$ cat config.mk
export PLATFORM = sky130hd
export DESIGN_NAME = dec_timer_unit
export DESIGN_NICKNAME = d
export VERILOG_FILES = /design/src/rtl/dtu_pkg.sv /design/src/rtl/dtu_time_base.sv /design/src/rtl/dtu_down_counter.sv /design/src/rtl/dtu_status.sv /design/src/rtl/dec_timer_unit.sv
export SDC_FILE = /design/constraint.sdc
export NUM_CORES = 1
export LEC_CHECK = 0
export ABC_AREA = 0
export ABC_CLOCK_PERIOD_IN_PS = 2800
export BUFFER_PORTS_ARGS = -buffer_cell sky130_fd_sc_hd__buf_2
export CAP_MARGIN = 20
export CORE_MARGIN = 1
export CORE_UTILIZATION = 35
export DETAILED_ROUTE_END_ITERATION = 8
export PLACE_DENSITY = 0.57
export SETUP_SLACK_MARGIN = 0.05
export SYNTH_ARGS = -nofsm -noshare
export SYNTH_HDL_FRONTEND = slang
export SYNTH_HIERARCHICAL = 1
export SYNTH_SLANG_ARGS = --single-unit
$ cat constraint.sdc
create_clock -name clk_i -period 2.8 [get_ports clk_i]
set_clock_uncertainty 0.1 [all_clocks]
set_input_delay 0.28 -clock clk_i [delete_from_list [all_inputs] [get_ports clk_i]]
set_output_delay 0.28 -clock clk_i [all_outputs]
set_load 0.01 [all_outputs]
$ cat src/rtl/dtu_pkg.sv
package dtu_pkg;
  localparam int unsigned DW     = 32;
  localparam int unsigned AW     = 3;
  localparam int unsigned CTL_W  = 2;
  localparam int unsigned CTL_RLD = 0;
  localparam int unsigned CTL_IEN = 1;

  typedef enum logic [AW-1:0] {
    REG_TB_LO  = 3'd0,
    REG_TB_HI  = 3'd1,
    REG_CNT    = 3'd2,
    REG_RELOAD = 3'd3,
    REG_CTRL   = 3'd4,
    REG_STATUS = 3'd5
  } reg_addr_e;
endpackage

$ cat src/rtl/dtu_time_base.sv
module dtu_time_base #(
  parameter int unsigned HW = 32
) (
  input  logic          clk_i,
  input  logic          rst_ni,
  input  logic          tick_i,
  input  logic          wr_lo_i,
  input  logic          wr_hi_i,
  input  logic [HW-1:0] wdata_i,
  output logic [HW-1:0] lo_o,
  output logic [HW-1:0] hi_o
);
  localparam int unsigned TW = 2 * HW;

  logic [TW-1:0] tb_q;

  always_ff @(posedge clk_i or negedge rst_ni) begin
    if (!rst_ni) begin
      tb_q <= '0;
    end else if (wr_lo_i || wr_hi_i) begin
      // software write wins over a tick on either half
      if (wr_lo_i) tb_q[HW-1:0]  <= wdata_i;
      if (wr_hi_i) tb_q[TW-1:HW] <= wdata_i;
    end else if (tick_i) begin
      tb_q <= tb_q + TW'(1);
    end
  end

  assign lo_o = tb_q[HW-1:0];
  assign hi_o = tb_q[TW-1:HW];
endmodule

$ cat src/rtl/dtu_down_counter.sv
module dtu_down_counter #(
  parameter int unsigned W = 32
) (
  input  logic         clk_i,
  input  logic         rst_ni,
  input  logic         tick_i,
  input  logic         wr_cnt_i,
  input  logic         wr_rld_i,
  input  logic [W-1:0] wdata_i,
  input  logic         reload_en_i,
  output logic [W-1:0] cnt_o,
  output logic [W-1:0] reload_o,
  output logic         zero_evt_o
);
  logic [W-1:0] cnt_q, rld_q;
  logic         at_one, at_zero;

  assign at_one  = (cnt_q == W'(1));
  assign at_zero = (cnt_q == '0);

  always_ff @(posedge clk_i or negedge rst_ni) begin
    if (!rst_ni) begin
      rld_q <= '0;
    end else if (wr_rld_i) begin
      rld_q <= wdata_i;
    end
  end

  always_ff @(posedge clk_i or negedge rst_ni) begin
    if (!rst_ni) begin
      cnt_q <= '0;
    end else if (wr_cnt_i) begin
      cnt_q <= wdata_i;
    end else if (tick_i && !at_zero) begin
      cnt_q <= (at_one && reload_en_i) ? rld_q : cnt_q - W'(1);
    end
  end

  // only a counted step 1 -> 0 is an event, never a write
  assign zero_evt_o = tick_i && !wr_cnt_i && at_one;
  assign cnt_o      = cnt_q;
  assign reload_o   = rld_q;
endmodule

$ cat src/rtl/dtu_status.sv
module dtu_status #(
  parameter int unsigned NEV = 1
) (
  input  logic           clk_i,
  input  logic           rst_ni,
  input  logic [NEV-1:0] set_i,
  input  logic           wr_i,
  input  logic [NEV-1:0] wdata_i,
  output logic [NEV-1:0] st_o
);
  logic [NEV-1:0] st_q;

  for (genvar g = 0; g < NEV; g++) begin : g_bit
    always_ff @(posedge clk_i or negedge rst_ni) begin
      if (!rst_ni)       st_q[g] <= 1'b0;
      else if (set_i[g]) st_q[g] <= 1'b1;  // set beats clear
      else if (wr_i && wdata_i[g]) st_q[g] <= 1'b0;
    end
  end

  assign st_o = st_q;
endmodule

$ cat src/rtl/dec_timer_unit.sv
module dec_timer_unit
  import dtu_pkg::*;
(
  input  logic          clk_i,
  input  logic          rst_ni,
  input  logic          wr_en_i,
  input  logic [AW-1:0] addr_i,
  input  logic [DW-1:0] wdata_i,
  output logic [DW-1:0] rdata_o,
  input  logic          tick_i,
  output logic          irq_o
);
  logic [DW-1:0]    tb_lo, tb_hi, cnt_val, reload_val;
  logic [CTL_W-1:0] ctl_q;
  logic [0:0]       st_val;
  logic             zero_evt;
  logic             wr_lo, wr_hi, wr_cnt, wr_rld, wr_ctl, wr_st;

  assign wr_lo  = wr_en_i && (addr_i == REG_TB_LO);
  assign wr_hi  = wr_en_i && (addr_i == REG_TB_HI);
  assign wr_cnt = wr_en_i && (addr_i == REG_CNT);
  assign wr_rld = wr_en_i && (addr_i == REG_RELOAD);
  assign wr_ctl = wr_en_i && (addr_i == REG_CTRL);
  assign wr_st  = wr_en_i && (addr_i == REG_STATUS);

  always_ff @(posedge clk_i or negedge rst_ni) begin
    if (!rst_ni)     ctl_q <= '0;
    else if (wr_ctl) ctl_q <= wdata_i[CTL_W-1:0];
  end

  dtu_time_base #(.HW(DW)) u_tb (
    .clk_i   (clk_i),
    .rst_ni  (rst_ni),
    .tick_i  (tick_i),
    .wr_lo_i (wr_lo),
    .wr_hi_i (wr_hi),
    .wdata_i (wdata_i),
    .lo_o    (tb_lo),
    .hi_o    (tb_hi)
  );

  dtu_down_counter #(.W(DW)) u_dec (
    .clk_i       (clk_i),
    .rst_ni      (rst_ni),
    .tick_i      (tick_i),
    .wr_cnt_i    (wr_cnt),
    .wr_rld_i    (wr_rld),
    .wdata_i     (wdata_i),
    .reload_en_i (ctl_q[CTL_RLD]),
    .cnt_o       (cnt_val),
    .reload_o    (reload_val),
    .zero_evt_o  (zero_evt)
  );

  dtu_status #(.NEV(1)) u_st (
    .clk_i   (clk_i),
    .rst_ni  (rst_ni),
    .set_i   (zero_evt),
    .wr_i    (wr_st),
    .wdata_i (wdata_i[0]),
    .st_o    (st_val)
  );

  always_comb begin
    unique case (addr_i)
      REG_TB_LO:  rdata_o = tb_lo;
      REG_TB_HI:  rdata_o = tb_hi;
      REG_CNT:    rdata_o = cnt_val;
      REG_RELOAD: rdata_o = reload_val;
      REG_CTRL:   rdata_o = DW'(ctl_q);
      REG_STATUS: rdata_o = DW'(st_val);
      default:    rdata_o = '0;
    endcase
  end

  assign irq_o = st_val[0] && ctl_q[CTL_IEN];
endmodule

==> reports/results.ini <==
[layout]
multi_input_area_um2 = 5560
layout.nets = 1155
drive_gt1_frac = 0.261
layout.area.seq_um2 = 3280
n_fill_cell = 2456
syn_to_final_growth_pct = 18.4

[placed_design]
place_ws_ps = 255
io_buffer_count = 71
dp_hpwl_um = 26800
gp_congestion = 0.961

[timing]
slew-limit-headroom = 0.572
post-route-min-period_ps = 2650
layout_worst_path_cycle_share = 0.946
hold_viol_final = 0
finalSetupTns_ps = 0
rsz0062_at_grt = yes
tightest_slew_ps = 642
setup_ws_ps = 151
maxSlewViolCount = 0
clock.fmax_mhz = 377
finalSetupViolCount = 0

[power]
switching_share = 0.389
p_leak_nw = 4.21
p_seq_frac = 0.406
p_switching_w = 0.00298
clkPwrFrac = 0.272
p_int_w = 0.00467
vdd_drop_max_mv = 0.450
power_per_cell_area_nw_per_um2 = 703
comb_power_share = 0.323

[flow_run]
drv_cap = 0

[clock_network]
clk_pin_slew_ps = 60
clockBufferDepth = 2
cts_tree = done
htreeDepth = 4
clkSinkCount = 131
insertion_delay_ps = 430
numCtsBuffers = 17
cts_root_buffer = clkbuf_16
cts_setup_buffers = 0

[worst_setup_path]
required_ps = 3030
critPathLaunchType = flop
slowest_stage = or4_1
critPathKind = reg2reg
arrival_ps = 2880
end_kind = flop
crit_path_max_fanout = 6
crit_path_cell_trace = ha_1 > and4_1 > nand4_1 > or3_1 > or4_1 > a31oi_1
slowest_delay_ps = 510

[worst_hold_path]
worstHoldPathType = in2reg

[drt]
route.detailed.drc = 0
num_vias = 9146
drt_iter0_markers = 1228
vias_per_cell = 6.28
ant_nets = 0
wl_um = 35600
drt_first_pass_iters = 9
wire_per_inst_um = 24.4

[grt]
grt_max_degree = 62
grt_pass1_wl_um = 54200
grt_pass1_vias = 8721
antenna_found_initial = 0
grt.total_usage = 0.274
grt_remaining_overflow = 0

[synthesis]
synth_edf_count = 0
ys_ff_latch = 131
synth_cells = 1005
async_reset_ff_frac = 1.00
synth_cell_types = 83
yosysMostFrequentCell = dfrtp_1
avgSynthCellArea_um2 = 9.15
synth_nets = 1047
synth_warnings = 6
synth.area.top_cells = dfrtp_1 (36%), mux4_2 (7.4%), mux2_2 (4.8%)
synth.largest_area_cell = dfrtp_1
synth.top_cell.area_share = 0.357
synth_commonest_cells = dfrtp_1 (131), nor2_1 (78), nand2_1 (76)
ys_seq_area_frac = 0.357
synthFlopType = dfrtp_1
synth_area_um2 = 9190

[floorplan]
die-width_um = 164
core_um2 = 25500
start_util = 0.361
rows = 58
die_y_um = 164
dieArea_um2 = 26900
ioPinCount = 72

[run_status]
outcome = completed

==> flip-flops by register name, indices dropped and copies added (netlist names) <==
register,flops
u_dec/reload_o,32
u_dec/cnt_o,32
u_st/st_o,1
u_tb/tb_q,64
ctl_q,2
==> worst max-delay path, delay by kind of cell (launching register included) <==
family          cells  cell delay [ps]
compound gates      1              190
flops               1              440
fa+ha+maj           1              270
simple gates        4             1550
==> power by group through the flow <==
stage / combinational [W] / clock (W) / sequential (W)
6_report: 0.00247 / 0.00208 / 0.00310
5_1_grt: 0.00268 / 0.00218 / 0.00317
4_1_cts: 0.00243 / 0.00210 / 0.00306
3_5_place_dp: 0.00241 / 0 / 0.00309
3_3_place_gp: 0.00239 / 0 / 0.00309
2_1_floorplan: 0.00163 / 0 / 0.00283
==> layer usage <==
layer  vias up  share of wire  global-route usage
li1       4047              -                   -
met4         0          0.033              0.0993
met5         -              0                   0
met1      4580           0.44               0.376
met2       436           0.45               0.419
met3        83          0.078              0.0639
==> worst paths after layout <==
kind	start	endpoint	slack, ps	depth (start not counted)
worst max-delay path	u_tb/tb_q[1]	u_tb/tb_q[38]	150	6
worst min-delay path	wdata_i[26]	u_tb/tb_q[26]	50	3
worst max register to register	u_tb/tb_q[1]	u_tb/tb_q[38]	150	6
worst min register to register	u_st/st_o	u_st/st_o	410	1
max in group asynchronous	rst_ni	u_tb/tb_q[55]	1610	3
min in group asynchronous	rst_ni	u_dec/reload_o[5]	300	2
==> layout by cell type, fill, tap and decap left out, types with 13 or more instances in the layout <==
master and instances:
clkbuf_16 17, xor2_1 14, o31ai_1 13, a22oi_1 22, a31oi_1 14, nor3_1 22
or3_1 19, nor2b_1 40, dfrtp_1 131, xnor2_1 19, buf_4 80, or4_1 13
nand3_1 43, nand2_1 76, mux4_2 30, nor2_1 76, mux2_2 39, nor4_1 28
and3_1 13, buf_2 70, a21oi_1 56, nand4_1 44, o21ai_0 68
==> final cells by class <==
class / instances / share of cell area
clock buffer: 19 / 0.0407
sequential: 131 / 0.301
tap: 330 / 0.0380
multi-input combinational: 795 / 0.511
inverter: 12 / 0.00414
antenna: 1 / 0.000230
timing repair buffer: 156 / 0.0967
clock inverter: 12 / 0.00782
==> per-stage QoR <==
stage / area, um^2 / instances / utilization / power [W] / hold slack [ps]
2_1_floorplan: 9190 / 1005 / - / 0.00446 / -116
3_3_place_gp: 10300 / 1423 / 0.406 / 0.00548 / 224
3_5_place_dp: 10300 / 1423 / 0.406 / 0.00550 / 222
4_1_cts: 10900 / 1455 / 0.427 / 0.00759 / 47.0
5_1_grt: 10900 / 1455 / 0.427 / 0.00804 / 76.5
6_report: 10900 / 1456 / 0.427 / 0.00765 / 53.3
==> timing repair <==
action                     CTS  global route
hold buffers                 1             0
resized for setup            0             1
setup endpoints to repair    0             1
hold endpoints to repair    59             0
==> cells by family after synthesis <==
family	synth area share
DFF	0.357
xor gates and xnor gates	0.0314
and+or+nand+nor	0.274
muxes	0.128
adders and majority gates	0.00408
buffers and inverters	0.0422
AOI/OAI and AO/OA	0.163
Note: power is estimated with default switching activity, not from simulation.
